**src/rtl/bag_pkg.sv**
```systemverilog
package bag_pkg;

  typedef enum logic {
    ORD_LINEAR = 1'b0,
    ORD_XOR    = 1'b1
  } burst_order_e;

  typedef enum logic [1:0] {
    SRC_NONE = 2'd0,
    SRC_CPU  = 2'd1,
    SRC_CTL  = 2'd2
  } load_src_e;

  // Low-bit position for a beat: linear add or XOR with the start offset.
  function automatic logic [1:0] beat_offset(input logic [1:0] start,
                                             input logic [1:0] beat,
                                             input burst_order_e ord);
    if (ord == ORD_XOR) return start ^ beat;
    else                return start + beat;
  endfunction

endpackage

```
**src/rtl/bag_strobe_arb.sv**
```systemverilog
module bag_strobe_arb
  import bag_pkg::*;
(
  input  logic      strobe_cpu,
  input  logic      strobe_ctl,
  input  logic      advance,
  output logic      load,
  output logic      step,
  output load_src_e src
);

  always_comb begin
    if (strobe_cpu)      src = SRC_CPU;
    else if (strobe_ctl) src = SRC_CTL;
    else                 src = SRC_NONE;
  end

  assign load = (src != SRC_NONE);
  // A load always wins over an advance in the same cycle.
  assign step = advance && !load;

endmodule

```
**src/rtl/bag_beat_ctr.sv**
```systemverilog
module bag_beat_ctr #(
  parameter int BEAT_W = 2
) (
  input  logic              clk,
  input  logic              rst,
  input  logic              load,
  input  logic              step,
  output logic [BEAT_W-1:0] cnt_q,
  output logic [BEAT_W-1:0] cnt_nxt,
  output logic              active_q
);

  localparam logic [BEAT_W-1:0] LAST_BEAT = {BEAT_W{1'b1}};

  logic active_nxt;

  always_comb begin
    cnt_nxt    = cnt_q;
    active_nxt = active_q;
    if (load) begin
      cnt_nxt    = '0;
      active_nxt = 1'b1;
    end else if (step) begin
      cnt_nxt = cnt_q + 1'b1;
      if (cnt_q == LAST_BEAT) active_nxt = 1'b0;
    end
  end

  always_ff @(posedge clk) begin
    if (rst) begin
      cnt_q    <= '0;
      active_q <= 1'b0;
    end else begin
      cnt_q    <= cnt_nxt;
      active_q <= active_nxt;
    end
  end


  last_beat_clears_chk: assert property (@(posedge clk) disable iff (rst)
    (step && !load && cnt_q == LAST_BEAT) |=> (!active_q && cnt_q == '0));

endmodule

```
**src/rtl/bag_addr_seq.sv**
```systemverilog
module bag_addr_seq
  import bag_pkg::*;
#(
  parameter int ADDR_W = 19,
  parameter int BEAT_W = 2
) (
  input  logic              clk,
  input  logic              rst,
  input  logic              load,
  input  logic              step,
  input  logic [ADDR_W-1:0] ext_addr,
  input  burst_order_e      order,
  input  logic [BEAT_W-1:0] cnt_nxt,
  output logic [ADDR_W-1:0] addr_q
);

  localparam int HI_W = ADDR_W - BEAT_W;

  logic [ADDR_W-1:0] base_q;
  logic [ADDR_W-1:0] base_nxt;
  logic [BEAT_W-1:0] low_nxt;

  assign base_nxt = load ? ext_addr : base_q;

  generate
    if (BEAT_W == 2) begin : g_two_bit
      assign low_nxt = beat_offset(base_nxt[1:0], cnt_nxt, order);
    end else begin : g_wide
      assign low_nxt = (order == ORD_XOR) ? (base_nxt[BEAT_W-1:0] ^ cnt_nxt)
                                          : (base_nxt[BEAT_W-1:0] + cnt_nxt);
    end
  endgenerate

  always_ff @(posedge clk) begin
    if (rst) begin
      base_q <= '0;
      addr_q <= '0;
    end else begin
      base_q <= base_nxt;
      if (load || step) addr_q <= {base_nxt[ADDR_W-1:BEAT_W], low_nxt};
    end
  end


  hold_addr_chk: assert property (@(posedge clk) disable iff (rst)
    (!load && !step) |=> $stable(addr_q));


  upper_fixed_chk: assert property (@(posedge clk) disable iff (rst)
    !load |=> (addr_q[ADDR_W-1:BEAT_W] == $past(addr_q[ADDR_W-1:BEAT_W])));

  localparam int UNUSED_HI = HI_W;

endmodule

```
**src/rtl/bag_burst_addr_gen.sv**
```systemverilog
module bag_burst_addr_gen
  import bag_pkg::*;
#(
  parameter int ADDR_W = 19,
  parameter int BEAT_W = 2
) (
  input  logic              clk,
  input  logic              rst,
  input  logic [ADDR_W-1:0] ext_addr,
  input  logic              strobe_cpu,
  input  logic              strobe_ctl,
  input  logic              advance,
  input  logic              order_xor,
  output logic [ADDR_W-1:0] addr_out,
  output logic              burst_active
);

  logic              load;
  logic              step;
  load_src_e         src;
  logic [BEAT_W-1:0] cnt_q;
  logic [BEAT_W-1:0] cnt_nxt;
  burst_order_e      order;

  assign order = order_xor ? ORD_XOR : ORD_LINEAR;

  bag_strobe_arb u_arb (
    .strobe_cpu (strobe_cpu),
    .strobe_ctl (strobe_ctl),
    .advance    (advance),
    .load       (load),
    .step       (step),
    .src        (src)
  );

  bag_beat_ctr #(.BEAT_W(BEAT_W)) u_ctr (
    .clk      (clk),
    .rst      (rst),
    .load     (load),
    .step     (step),
    .cnt_q    (cnt_q),
    .cnt_nxt  (cnt_nxt),
    .active_q (burst_active)
  );

  bag_addr_seq #(.ADDR_W(ADDR_W), .BEAT_W(BEAT_W)) u_seq (
    .clk      (clk),
    .rst      (rst),
    .load     (load),
    .step     (step),
    .ext_addr (ext_addr),
    .order    (order),
    .cnt_nxt  (cnt_nxt),
    .addr_q   (addr_out)
  );


  load_takes_addr_chk: assert property (@(posedge clk) disable iff (rst)
    (strobe_cpu || strobe_ctl) |=> (addr_out == $past(ext_addr) && burst_active && cnt_q == '0));


  both_strobes_chk: assert property (@(posedge clk) disable iff (rst)
    (strobe_cpu && strobe_ctl) |-> (src == SRC_CPU && !step));


  reset_idle_chk: assert property (@(posedge clk)
    rst |=> (addr_out == '0 && !burst_active && cnt_q == '0));

endmodule

```
**config.mk**
```make
export PLATFORM = sky130hd
export DESIGN_NAME = bag_burst_addr_gen
export DESIGN_NICKNAME = d
export VERILOG_FILES = /design/src/rtl/bag_pkg.sv /design/src/rtl/bag_strobe_arb.sv /design/src/rtl/bag_beat_ctr.sv /design/src/rtl/bag_addr_seq.sv /design/src/rtl/bag_burst_addr_gen.sv
export SDC_FILE = /design/constraint.sdc
export NUM_CORES = 1
export LEC_CHECK = 0
export CORE_MARGIN = 3
export CORE_UTILIZATION = 60
export DETAILED_ROUTE_END_ITERATION = 10
export DONT_BUFFER_PORTS = 1
export GPL_ROUTABILITY_DRIVEN = 0
export PLACE_DENSITY_LB_ADDON = 0.3
export SYNTH_ARGS = -nofsm -noshare
export SYNTH_HDL_FRONTEND = slang
export SYNTH_SLANG_ARGS = --single-unit
```
**constraint.sdc**
```tcl
create_clock -name clk -period 1.9 [get_ports clk]
set_input_delay 0.285 -clock clk [delete_from_list [all_inputs] [get_ports clk]]
set_output_delay 0.285 -clock clk [all_outputs]
set_load 0.02 [all_outputs]
```
; ---- Yosys cells after proc, flatten, opt, wreduce, memory -nomap -nowiden
; Cells that the tools add are included.
[totals]
ff_bits = 41
latch_bits = 0
mem_bits_rw = 0
rom_bits = 0
elab_cells = 25
memories = 0
[classes]
n_addsub = 2
n_mul = 0
div_mod_pow = 0
order_cmp = 0
n_eq_ne = 1
n_shift = 0
mux = 10
n_bitwise = 1
n_reduce_logical = 7
[ops]
columns = operator, count
row1 = two-way mux 19 bit, 1
row2 = two-way mux 2 bit, 5
row3 = nonzero test 2 bit, 3
row4 = two-way mux 1 bit, 4
row5 = "adder 2 x 1 -> 2 bit, second input constant", 1
row6 = adder 2 bit, 1
row7 = "== test 2 bit, second input constant", 1
row8 = AND reduction 2 bit, 1
row9 = XOR 2 bit, 1
row10 = logical AND 1 bit, 1
row11 = logical NOT 1 bit, 1
row12 = logical OR 1 bit, 1

; ---- Longest topological paths before layout
; Gate-level depths: netlist of the first run.
[logic_depth]
word_depth = 9
mapped_depth = 10
depth_no_buf = 8

; ---- By module
; A second synthesis of the first run with hierarchy kept.
[hier_totals]
hier_cells = 183
area_unflattened_um2 = 1717.9
[by_module_without_submodules]
columns = module, n_inst, cells_per_inst, area_per_inst_um2, seq_area_each_um2
row1 = bag_addr_seq, 1, 166, 1562.7, 760.7
row2 = bag_beat_ctr, 1, 13, 125.1, 60.1
row3 = bag_strobe_arb, 1, 4, 30.0, 0.0

; ---- Worst setup path after synthesis of the first run
; No wires, ideal clock.
[synth_timing]
path_kind = input to register
startpoint = in strobe_ctl
endpoint = reg u_seq.addr_q[1]
setup_time_ps = 134
arrival_ps = 1572
required_ps = 1766
slack_ps = 193
cell_stages = 10
cell_sequence = or2_1 > buf_6 > buf_4 > nand2_1 > nand2_1 > ha_1 > nor2b_1 > xnor2_1 > a21oi_1 > a211oi_2
[synth_between]
word_cells_on_any_way = 12
[synth_lines]
columns = item, line_no
row1 = start: declaration, bag_burst_addr_gen.sv:11  ; input logic strobe_ctl,
row2 = two-way mux 2 bit, bag_strobe_arb.sv:14  ; else if (strobe_ctl) src = SRC_CTL;
row3 = two-way mux 2 bit, bag_strobe_arb.sv:13  ; if (strobe_cpu) src = SRC_CPU;
row4 = nonzero test 2 bit, bag_strobe_arb.sv:18  ; assign load = (src != SRC_NONE);
row5 = two-way mux 19 bit, bag_addr_seq.sv:23  ; assign base_nxt = load ? ext_addr : base_q;
row6 = named net u_seq.base_nxt[0], bag_addr_seq.sv:20  ; logic [ADDR_W-1:0] base_nxt;
row7 = adder 2 bit, bag_pkg.sv:19  ; else return start + beat;
row8 = two-way mux 2 bit, bag_pkg.sv:18  ; if (ord == ORD_XOR) return start ^ beat;
row9 = end signal: assignment, bag_addr_seq.sv:40  ; if (load || step) addr_q <= {base_nxt[ADDR_W-1:BEAT_W], low_nxt};
row10 = end: declaration, bag_addr_seq.sv:14  ; output logic [ADDR_W-1:0] addr_q
; The timed path passes the listed nets, and every way through them passes these cells.
; A chain may end at the register's enable or synchronous reset.

; ---- Worst setup path after layout of the first run
[layout_timing]
startpoint = reg u_ctr.cnt_q[0]
endpoint = reg u_seq.addr_q[1]
[layout_between]
elab_chain_len = 5
word_cells_on_any_way = 6
[layout_rtl]
columns = item, line_no
row1 = start: declaration, bag_beat_ctr.sv:8  ; output logic [BEAT_W-1:0] cnt_q,
row2 = start signal: assignment, bag_beat_ctr.sv:34  ; cnt_q <= cnt_nxt;
row3 = adder 2 x 1 -> 2 bit, bag_beat_ctr.sv:24  ; cnt_nxt = cnt_q + 1'b1;
row4 = two-way mux 2 bit *, bag_beat_ctr.sv:23  ; end else if (step) begin
row5 = two-way mux 2 bit *, bag_beat_ctr.sv:20  ; if (load) begin
row6 = named net cnt_nxt[0], bag_burst_addr_gen.sv:22  ; logic [BEAT_W-1:0] cnt_nxt;
row7 = adder 2 bit *, bag_pkg.sv:19
row8 = two-way mux 2 bit *, bag_pkg.sv:18
; Mark *: on every way through the listed nets, which the timed path passes. The rest lies on a longest branch.

==> results of run 1 <==
[worst max path at each step]
stage / to / slack, ns
final: u_seq.addr_q[1]$_SDFFE_PP0P_ / 0.44
after global routing: u_seq.addr_q[1]$_SDFFE_PP0P_ / 0.33
after CTS: u_seq.addr_q[1]$_SDFFE_PP0P_ / 0.44
after detailed placement: u_seq.addr_q[1]$_SDFFE_PP0P_ / 0.37
after global placement: u_seq.addr_q[1]$_SDFFE_PP0P_ / 0.42
after floorplan: u_seq.addr_q[1]$_SDFFE_PP0P_ / 0.19
[cell type report]
type	instances	area share (%)
sequential	41	47.3
multi-input combinational	132	43.5
timing repair buffer	6	3.60
tap	30	2.16
inverter	1	0.216
clock buffer	7	3.17
[stage by stage]
step	hold WS (ns)	total power, mW	instances	utilization, %	area, µm²
final	0.0799	1.56	217	67.0	1740
after detailed placement	0.356	1.13	207	63.3	1640
after CTS	0.000528	1.57	216	66.6	1730
after floorplan	0.425	1.13	188	-	1690
after global placement	0.354	1.12	207	63.3	1640
after global routing	0.0708	1.63	217	67.0	1740
[cell families after synthesis]
logic type	synth area share [%]
DFF	48.4
muxes	12.1
xor gates and xnor gates	2.07
buffers and inverters	6.94
and+or+nand+nor	16.1
AOI/OAI and AO/OA	12.9
adders and majority gates	1.48
[routing by layer]
metal	wire length, µm	track usage, %	up-vias	share of wire, %
met2	1620	36.0	38	50
met1	1310	21.4	565	41
met3	270	8.93	2	8.4
met5	0	0	-	0
met4	13	4.85	0	0.40
li1	-	-	622	-
[timing repair]
action	in CTS	in global routing
resized for setup	0	0
setup buffers	0	0
hold endpoints to repair	35	2
hold buffers	2	1
[sequential cells by signal (all words and copies together), names as in the netlist]
| signal | count |
|---|---|
| u_seq.base_q | 19 |
| u_seq.addr_q | 19 |
| u_ctr.active_q | 1 |
| u_ctr.cnt_q | 2 |
[power by group]
group	internal [mW]	leakage (nW)	total [mW]	switching (mW)
registers	0.913	0.340	0.977	0.0644
clock network	0.175	0.0314	0.430	0.255
logic	0.0725	0.320	0.151	0.0785
total	1.16	0.692	1.56	0.397
[layout by cell type, fill, tap and decap left out, types with 3 or more instances in the layout]
cell type / instances
sky130_fd_sc_hd__nand2_1: 58
sky130_fd_sc_hd__dfxtp_1: 41
sky130_fd_sc_hd__a21oi_1: 39
sky130_fd_sc_hd__mux2_2: 12
sky130_fd_sc_hd__clkbuf_4: 5
sky130_fd_sc_hd__xnor2_1: 4
sky130_fd_sc_hd__mux2_1: 4
sky130_fd_sc_hd__nor2_1: 3
sky130_fd_sc_hd__buf_4: 3
[critical path, stage by stage, from the launching register on]
cell	delay (ns)
sky130_fd_sc_hd__dfxtp_1	0.34
sky130_fd_sc_hd__xnor2_1	0.23
sky130_fd_sc_hd__nor2_1	0.07
sky130_fd_sc_hd__ha_1	0.17
sky130_fd_sc_hd__nor2b_1	0.15
sky130_fd_sc_hd__xnor2_1	0.14
sky130_fd_sc_hd__a21oi_1	0.10
sky130_fd_sc_hd__a211oi_2	0.18
==> impl_metrics.py, run 1 <==
metrics = {
    "outcome": {
        "run_status": "completed",
    },
    "cells_and_area": {
        "layout.filler_cells": 228,
        "area_growth_syn_to_layout_pct": 2.44,
        "register_area_um2": 821,
        "insertedDiodeCount": 0,
        "post_route_cells_drive_above_1_share_pct": 14.4,
        "design.final.nets": 214,
        "multi_input_area_um2": 756,
    },
    "setup_path": {
        "worst-r2r-setup-slack_ns": 0.44,
        "critical_path.startpoint_type": "register",
        "timing.critical_path.to_type": "register",
        "cp-startpoint": "u_ctr.cnt_q[0]$_SDFF_PP0_",
        "timing_worst_setup_path_type": "reg2reg",
        "timing.critical_path.arrival_ns": 1.73,
        "timing.critical_path.required_ns": 2.17,
        "path_max_fanout": 2,
        "r2r.worst_path.cells": 7,
        "worstReg2RegStart": "u_ctr.cnt_q[0]$_SDFF_PP0_",
        "regToRegEndpoint": "u_seq.addr_q[1]$_SDFFE_PP0P_",
    },
    "global_route": {
        "maximum_number_of_pins_on_one_net_before_global_route_repair": 37,
        "grtUsageTotal_pct": 20.1,
        "grt_first_pass_wirelength_um": 5310,
        "grt_pass1_vias": 1238,
        "grt_antenna_before_repair": 0,
        "grt_overflow_total": 0,
    },
    "timing": {
        "worst_clock_skew_ns": 0.00526,
        "setup_viol_count_final": 0,
        "tns_ns": 0,
        "fmax_mhz": 687,
        "post-route-min-period_ns": 1.46,
        "slew_headroom_pct": 76.9,
        "rsz0062_at_grt": "false",
        "worst_slack_ns": 0.444,
        "timing_hold_violations_final": 0,
        "period_utilization_post_route_pct": 76.6,
        "timing_worst_slew_pin_value_ns": 0.347,
        "slew_violations": 0,
    },
    "detailed_routing": {
        "route.vias.total": 1227,
        "detail_route.wirelength_um": 3210,
        "avg_wl_per_cell_um": 14.8,
        "drt_drc_violations_left": 0,
        "firstDrtPassIters": 4,
        "detail_route.iter0.violations": 72,
        "ant_nets": 0,
        "vias_per_cell": 5.65,
    },
    "clocking": {
        "cts-htree-levels": 2,
        "tritoncts": "built",
        "clkLatencyLatePin_ns": 0.33,
        "cts_buffer_depth": 2,
        "cts_made_buffers": 5,
        "numClockSinks": 41,
        "cts.clk_slew.worst_paths_ns": 0.11,
        "cts.root.buffer_cell": "sky130_fd_sc_hd__clkbuf_4",
    },
    "synth": {
        "postSynthCellCount": 188,
        "synthDominantAreaCellType": "sky130_fd_sc_hd__dfxtp_1",
        "synth_enable_flop_cells": 0,
        "yosysMostFrequentCell": "sky130_fd_sc_hd__nand2_1",
        "synth.cell_area_mm2": 0.00169,
        "synth-main-ff-cell": "sky130_fd_sc_hd__dfxtp_1",
        "ys_seq_area_share_pct": 48.4,
        "yosys.area.top_type_share_pct": 48.4,
        "ys_seq_elements": 41,
        "synth_area_leaders": "sky130_fd_sc_hd__dfxtp_1 (48%), sky130_fd_sc_hd__nand2_1 (13%), sky130_fd_sc_hd__a21oi_1 (12%)",
        "synthesis.nets": 215,
        "ys_warn_count": 0,
        "async_flop_share_pct": 0,
        "yosysUniqueCellTypes": 24,
        "post_synth.cell_area_avg_um2": 9.01,
        "synth_top_cells_by_count": "sky130_fd_sc_hd__nand2_1 (58), sky130_fd_sc_hd__dfxtp_1 (41), sky130_fd_sc_hd__a21oi_1 (39), sky130_fd_sc_hd__mux2_2 (12)",
    },
    "worst_hold_path": {
        "timing.hold.worst.class": "in2reg",
        "min-delay-start": "ext_addr[1]",
        "timing.hold.worst_path_depth": 2,
        "whs_endpoint": "u_seq.base_q[1]$_SDFF_PP0_",
    },
    "place": {
        "hpwl_um": 2110,
        "pre_cts_ws_ns": 0.365,
        "portBuffers": 0,
    },
    "job": {
        "max-cap-violations": 0,
    },
    "floorplanning": {
        "die_y_um": 59.1,
        "fp-row-count": 18,
        "ios": 45,
        "die_width_um": 59.1,
        "floorplan.die_area_mm2": 0.00350,
        "core_mm2": 0.00259,
        "initial_utilization_pct": 65.4,
    },
    "power": {
        "power.ir.vdd_worst_mv": 0.654,
        "pwr_density_cell_mw_per_mm2": 898,
        "pleak_nw": 0.692,
    },
}
(Power assumes the default switching activity.)
==> inputs of run 2 (changes only) <==
==> constraint.sdc (replaced) <==
create_clock -name clk -period 1.4 [get_ports clk]
set_input_delay 0.21 -clock clk [delete_from_list [all_inputs] [get_ports clk]]
set_output_delay 0.21 -clock clk [all_outputs]
set_load 0.02 [all_outputs]
==> impl_metrics.py, run 2 (same netlist as run 1, synthesis figures left out) <==
metrics = {
    "clocking": {
        "cts.root.buffer_cell": "sky130_fd_sc_hd__clkbuf_4",
        "post_cts_setup_buffers": 0,
        "cts-htree-levels": 2,
        "cts.clk_slew.worst_paths_ns": 0.12,
        "tritoncts": "built",
        "numClockSinks": 41,
        "cts_buffer_depth": 2,
        "clkLatencyLatePin_ns": 0.34,
        "cts_made_buffers": 5,
    },
    "power": {
        "p_sw_uw": 564,
        "sequential_cell_fraction_of_total_power_pct": 60.2,
        "power.ir.vdd_worst_mv": 0.845,
        "clock_power_share_pct": 30.0,
        "pleak_nw": 0.712,
        "combinational_fraction_of_design_power_pct": 9.8,
        "switching_share_pct": 25.6,
        "internal_power_mw": 1.64,
        "pwr_density_cell_mw_per_mm2": 1230,
    },
    "timing": {
        "timing_hold_violations_final": 0,
        "post-route-min-period_ns": 1.40,
        "timing_worst_slew_pin_value_ns": 0.344,
        "worst_clock_skew_ns": 0.0138,
        "worst_slack_ns": -0.00242,
        "fmax_mhz": 713,
        "tns_ns": -0.00242,
        "setup_viol_count_final": 1,
        "period_utilization_post_route_pct": 100,
        "slew_violations": 0,
        "rsz0062_at_grt": "true",
        "slew_headroom_pct": 77.1,
    },
    "floorplanning": {
        "fp-row-count": 18,
        "initial_utilization_pct": 65.4,
        "ios": 45,
        "floorplan.die_area_mm2": 0.00350,
        "core_mm2": 0.00259,
        "die_y_um": 59.1,
        "die_width_um": 59.1,
    },
    "detailed_routing": {
        "vias_per_cell": 5.55,
        "firstDrtPassIters": 3,
        "route.vias.total": 1215,
        "avg_wl_per_cell_um": 14.6,
        "detail_route.iter0.violations": 67,
        "detail_route.wirelength_um": 3210,
        "ant_nets": 0,
        "drt_drc_violations_left": 0,
    },
    "cells_and_area": {
        "insertedDiodeCount": 0,
        "design.final.nets": 215,
        "layoutNonFillerInstCount": 219,
        "layout_common_cells": "sky130_fd_sc_hd__nand2_1 (57), sky130_fd_sc_hd__dfxtp_1 (40), sky130_fd_sc_hd__a21oi_1 (39)",
        "area_growth_syn_to_layout_pct": 5.17,
        "finalInstanceArea_mm2": 0.00178,
        "reg.largest.list": "u_seq.addr_q: 19 flops, u_seq.base_q: 19 flops, u_ctr.cnt_q: 2 flops",
        "most_frequent_standard_cell_in_the_layout_excluding_fill_and_tap_cells": "sky130_fd_sc_hd__nand2_1",
        "post_route_cells_drive_above_1_share_pct": 19.0,
    },
    "setup_path": {
        "timing.critical_path.required_ns": 1.67,
        "timing.critical_path.to_type": "register",
        "cp-startpoint": "u_ctr.cnt_q[0]$_SDFF_PP0_",
        "worst-r2r-setup-slack_ns": -0.002,
        "critical_path.startpoint_type": "register",
        "path_max_fanout": 2,
        "worstReg2RegStart": "u_ctr.cnt_q[0]$_SDFF_PP0_",
        "timing_worst_setup_path_type": "reg2reg",
        "timing.critical_path.arrival_ns": 1.67,
    },
    "global_route": {
        "grt_pass1_vias": 1224,
        "maximum_number_of_pins_on_one_net_before_global_route_repair": 42,
        "grtUsageTotal_pct": 20.4,
        "grt_overflow_total": 0,
        "grt_first_pass_wirelength_um": 5370,
        "grt_antenna_before_repair": 0,
    },
    "place": {
        "hpwl_um": 2140,
        "portBuffers": 0,
        "place.detailed.instances": 208,
        "placed_area_mm2": 0.00166,
    },
    "outcome": {
        "failed_checks": "setup timing",
        "run_status": "finished, violations left",
    },
    "worst_hold_path": {
        "timing.hold.worst.class": "in2reg",
        "min-delay-start": "ext_addr[16]",
    },
    "job": {
        "max-cap-violations": 0,
    },
}
## run 2: cell count changes in the layout (fill, tap and decap cells not counted), sizes merged
cell / before / now
buf: 4 / 5
clkinv: 0 / 1
## run 2: final timing paths
check / endpoint / cells past startpoint
worst max-delay path: u_seq.addr_q[1]$_SDFFE_PP0P_ / 7
worst min-delay path: u_seq.base_q[16]$_SDFF_PP0_ / 2
worst max register to register: u_seq.addr_q[1]$_SDFFE_PP0P_ / 7
worst min register to register: u_seq.base_q[12]$_SDFF_PP0_ / 2
## run 2: metal layers
metal / vias up / part of all wire, % / routed length [µm] / track usage (%)
met3: 4 / 5.7 / 183 / 5.45
met4: 0 / 1.2 / 38 / 7.77
met1: 567 / 39 / 1240 / 21.5
met2: 27 / 54 / 1740 / 38.0
met5: - / 0 / 0 / 0
li1: 617 / - / - / -
## run 2: stage by stage
stage               util, %  power (mW)  hold slack, ns  worst slack, ns
floorplan                 -        1.54           0.350          -0.0901
global placement       64.2        1.52           0.281           0.0757
detailed placement     64.2        1.54           0.285          -0.0207
CTS                    68.4        2.21         0.00297          0.00749
global route           68.8        2.31         0.00472          -0.0635
finish                 68.8        2.20          0.0120         -0.00242
## run 2: layout make-up
class,count,area (µm²)
clock buffer,7,65.1
clock inverter,1,5.00
fill,222,808
inverter,1,3.75
multi-input combinational,132,778
sequential,41,822
tap,30,37.5
timing repair buffer,7,70.1
## run 2: power by group through the flow
stage          Clock [mW]  Sequential, mW  Combinational [mW]
2_1_floorplan           0            1.34               0.201
3_3_place_gp            0            1.35               0.171
3_5_place_dp            0            1.35               0.185
4_1_cts             0.672            1.33               0.212
5_1_grt             0.734            1.34               0.241
6_report            0.660            1.32               0.215
## run 2: timing repair
item                       4_1_cts  5_1_grt
resized for setup                1        1
setup endpoints to repair        1        1
hold buffers                     2        1
hold endpoints to repair        41        1
## run 2: critical path, cell delays in order, from the launching register on
cell and delay, ns:
sky130_fd_sc_hd__dfxtp_2 0.36, sky130_fd_sc_hd__xnor2_2 0.14, sky130_fd_sc_hd__nor2_2 0.11, sky130_fd_sc_hd__ha_2 0.18
sky130_fd_sc_hd__nor2b_4 0.16, sky130_fd_sc_hd__xnor2_1 0.14, sky130_fd_sc_hd__a21oi_1 0.09, sky130_fd_sc_hd__a211oi_2 0.16
==> inputs of run 3 (changes only) <==
--- a/config.mk
+++ b/config.mk
@@ -5,6 +5,7 @@
 export SDC_FILE = /design/constraint.sdc
 export NUM_CORES = 1
 export LEC_CHECK = 0
+export ABC_AREA = 1
 export CORE_MARGIN = 3
 export CORE_UTILIZATION = 60
 export DETAILED_ROUTE_END_ITERATION = 10
==> impl_metrics.py, run 3 <==
metrics = {
    "outcome": {
        "run_status": "finished, violations left",
        "failed_checks": "setup timing",
    },
    "detailed_routing": {
        "ant_nets": 0,
        "detail_route.iter0.violations": 36,
        "firstDrtPassIters": 4,
        "drt_drc_violations_left": 0,
        "route.vias.total": 1131,
        "vias_per_cell": 5.60,
        "detail_route.wirelength_um": 3060,
        "avg_wl_per_cell_um": 15.1,
    },
    "power": {
        "switching_share_pct": 25.1,
        "pleak_nw": 0.734,
        "sequential_cell_fraction_of_total_power_pct": 56.7,
        "pwr_density_cell_mw_per_mm2": 1390,
        "power.ir.vdd_worst_mv": 1.22,
        "internal_power_mw": 1.77,
        "clock_power_share_pct": 33.9,
        "p_sw_uw": 595,
        "post-layout-total-power_mw": 2.37,
        "combinational_fraction_of_design_power_pct": 9.4,
    },
    "cells_and_area": {
        "insertedDiodeCount": 0,
        "finalInstanceArea_mm2": 0.00170,
        "reg.largest.list": "u_seq.addr_q: 19 flops, u_seq.base_q: 19 flops, u_ctr.cnt_q: 2 flops",
        "most_frequent_standard_cell_in_the_layout_excluding_fill_and_tap_cells": "sky130_fd_sc_hd__dfxtp_1",
        "design.final.nets": 200,
        "area_growth_syn_to_layout_pct": 11.9,
        "post_route_cells_drive_above_1_share_pct": 19.0,
        "layout_common_cells": "sky130_fd_sc_hd__dfxtp_1 (39), sky130_fd_sc_hd__nor2_1 (20), sky130_fd_sc_hd__a21oi_1 (20)",
    },
    "synth": {
        "async_flop_share_pct": 0,
        "synthDominantAreaCellType": "sky130_fd_sc_hd__dfxtp_1",
        "synth_enable_flop_cells": 0,
        "ys_seq_area_share_pct": 53.9,
        "postSynthCellCount": 164,
        "synth_top_cells_by_count": "sky130_fd_sc_hd__dfxtp_1 (41), sky130_fd_sc_hd__nor2_1 (21), sky130_fd_sc_hd__a21oi_1 (20), sky130_fd_sc_hd__mux2i_1 (17), sky130_fd_sc_hd__o21ai_0 (14)",
        "ys_warn_count": 0,
        "synthesis.nets": 191,
        "post_synth.cell_area_avg_um2": 9.28,
        "ys_seq_elements": 41,
        "synth.cell_area_mm2": 0.00152,
        "yosysUniqueCellTypes": 23,
        "yosysMostFrequentCell": "sky130_fd_sc_hd__dfxtp_1",
        "synth-main-ff-cell": "sky130_fd_sc_hd__dfxtp_1",
        "yosys.area.top_type_share_pct": 53.9,
        "synth_area_leaders": "sky130_fd_sc_hd__dfxtp_1 (54%), sky130_fd_sc_hd__mux2i_1 (11%), sky130_fd_sc_hd__a21oi_1 (6.6%)",
    },
    "setup_path": {
        "critPathTopFamily": "simple AND/OR/NAND/NOR gates",
        "timing.critical_path.depth": 10,
        "timing.critical_path.arrival_ns": 1.70,
        "critical_path.max_stage_delay_ns": 0.38,
        "timing.critical_path.required_ns": 1.65,
        "critical_path.startpoint_type": "register",
        "critical_path_buf_inv_count": 1,
        "crit_slowest_cell": "sky130_fd_sc_hd__dfxtp_2",
        "timing.critical_path.to_type": "register",
        "path_max_fanout": 3,
        "r2r.worst_path.cells": 10,
        "ordered_list_of_cells_on_the_worst_path": "nor2_1 -> nor3_2 -> ha_2 -> inv_1 -> nor2_2 -> nand3_1 -> nand2_2 -> nand2_2 -> nand2_2 -> a21oi_2",
        "cp_common_cell": "sky130_fd_sc_hd__nand2_2",
        "timing_worst_setup_path_type": "reg2reg",
    },
    "timing": {
        "worst_slack_ns": -0.0500,
        "rsz0062_at_grt": "true",
        "timing_worst_slew_pin_value_ns": 0.846,
        "setup_viol_count_final": 1,
        "slew_headroom_pct": 43.4,
        "timing_hold_violations_final": 0,
        "post-route-min-period_ns": 1.45,
        "slew_violations": 0,
        "worst_clock_skew_ns": 0.00153,
        "period_utilization_post_route_pct": 104,
        "fmax_mhz": 690,
    },
    "floorplanning": {
        "initial_utilization_pct": 66.2,
        "floorplan.die_area_mm2": 0.00318,
        "core_mm2": 0.00230,
        "die_width_um": 56.4,
        "ios": 45,
        "die_y_um": 56.4,
        "fp-row-count": 17,
    },
    "clocking": {
        "cts.root.buffer_cell": "sky130_fd_sc_hd__clkbuf_4",
        "tritoncts": "built",
        "cts-htree-levels": 2,
        "cts_made_buffers": 5,
        "cts.clk_slew.worst_paths_ns": 0.12,
        "cts_buffer_depth": 2,
        "numClockSinks": 41,
        "clkLatencyLatePin_ns": 0.35,
    },
    "job": {
        "max-cap-violations": 0,
    },
    "worst_hold_path": {
        "timing.hold.worst.class": "in2reg",
        "timing.hold.worst_path_depth": 2,
    },
    "global_route": {
        "grt_pass1_vias": 1125,
        "grtUsageTotal_pct": 20.6,
        "grt_antenna_before_repair": 0,
        "grt_overflow_total": 0,
        "maximum_number_of_pins_on_one_net_before_global_route_repair": 38,
        "grt_first_pass_wirelength_um": 5060,
    },
    "place": {
        "hpwl_um": 1980,
        "portBuffers": 0,
        "placed_area_mm2": 0.00152,
    },
}
## run 3: changes by cell type after synthesis, moves of 4 or more
cell                      before  now
sky130_fd_sc_hd__xnor2_1       4    0
sky130_fd_sc_hd__nand2_1      58   13
sky130_fd_sc_hd__o21ai_1       0    5
sky130_fd_sc_hd__inv_1         1   11
sky130_fd_sc_hd__nand3_1       0    4
sky130_fd_sc_hd__mux2_2       12    0
sky130_fd_sc_hd__a21oi_1      39   20
sky130_fd_sc_hd__o21ai_0       2   14
sky130_fd_sc_hd__mux2_1        4    0
sky130_fd_sc_hd__nor2_1        3   21
sky130_fd_sc_hd__mux2i_1       1   17
## run 3: worst paths after layout
path / from / to / slack, ns
max: u_ctr.cnt_q[0]$_SDFF_PP0_ / u_seq.addr_q[1]$_SDFFE_PP0P_ / -0.05
min: ext_addr[1] / u_seq.base_q[1]$_SDFF_PP0_ / 0.02
max reg2reg: u_ctr.cnt_q[0]$_SDFF_PP0_ / u_seq.addr_q[1]$_SDFFE_PP0P_ / -0.05
min reg2reg: u_seq.base_q[1]$_SDFF_PP0_ / u_seq.base_q[1]$_SDFF_PP0_ / 0.51
## run 3: metal layers
metal	up-vias	track usage [%]	share of wire, %	wire (µm)
met4	0	12.2	2.8	87
li1	565	-	-	-
met3	12	8.51	7.6	232
met5	-	0	0	0
met1	520	22.7	41	1240
met2	34	32.9	49	1500
## run 3: final cells by class
class / count / area, µm²
clock inverter: 1 / 30.0
tap: 28 / 35.0
fill: 170 / 594
clock buffer: 7 / 55.1
multi-input combinational: 103 / 633
sequential: 41 / 823
inverter: 12 / 45.0
timing repair buffer: 10 / 81.3
## run 3: power by group through the flow
| stage | logic [mW] | clock network [mW] | registers [mW] |
|---|---|---|---|
| floorplan | 0.162 | 0 | 1.36 |
| global placement | 0.164 | 0 | 1.37 |
| detailed placement | 0.175 | 0 | 1.37 |
| CTS | 0.212 | 0.809 | 1.35 |
| global route | 0.252 | 0.856 | 1.35 |
| finish | 0.223 | 0.802 | 1.34 |
## run 3: cell families after synthesis
| kind of cell | count (synthesis) | share of synthesized area (%) |
|---|---|---|
| multiplexers | 17 | 11.2 |
| AO/OA/AOI/OAI | 41 | 13.9 |
| flip-flops | 41 | 53.9 |
| AND/OR/NAND/NOR | 43 | 12.3 |
| adder cells (fa/ha/maj) | 2 | 1.64 |
| buffers and inverters | 20 | 6.99 |
## run 3: worst register-to-register path, stage by stage, from the launching register on
cell and delay (ns):
sky130_fd_sc_hd__dfxtp_2 0.38, sky130_fd_sc_hd__nor2_1 0.07, sky130_fd_sc_hd__nor3_2 0.18, sky130_fd_sc_hd__ha_2 0.19
sky130_fd_sc_hd__inv_1 0.04, sky130_fd_sc_hd__nor2_2 0.11, sky130_fd_sc_hd__nand3_1 0.14, sky130_fd_sc_hd__nand2_2 0.10
sky130_fd_sc_hd__nand2_2 0.05, sky130_fd_sc_hd__nand2_2 0.05, sky130_fd_sc_hd__a21oi_2 0.04
## run 3: repair_timing
item / CTS / global route
hold buffers: 1 / 0
buffers inserted: 7 / 0
gates resized for setup: 5 / 7
pin swaps: 1 / 0
hold endpoints to repair: 23 / 0
endpoints found under the setup margin: 1 / 2
## run 3: through the flow
stage | cells | worst slack [ns] | hold WS, ns | setup TNS, ns | util, %
2_1_floorplan | 164 | 0.0274 | 0.279 | 0 | -
3_3_place_gp | 186 | 0.00673 | 0.282 | 0 | 66.1
3_5_place_dp | 186 | -0.0580 | 0.286 | -0.0580 | 66.1
4_1_cts | 202 | 0.0103 | 0.00918 | 0 | 73.1
5_1_grt | 202 | -0.127 | 0.0104 | -0.141 | 74.1
6_report | 202 | -0.0500 | 0.0179 | -0.0500 | 74.1
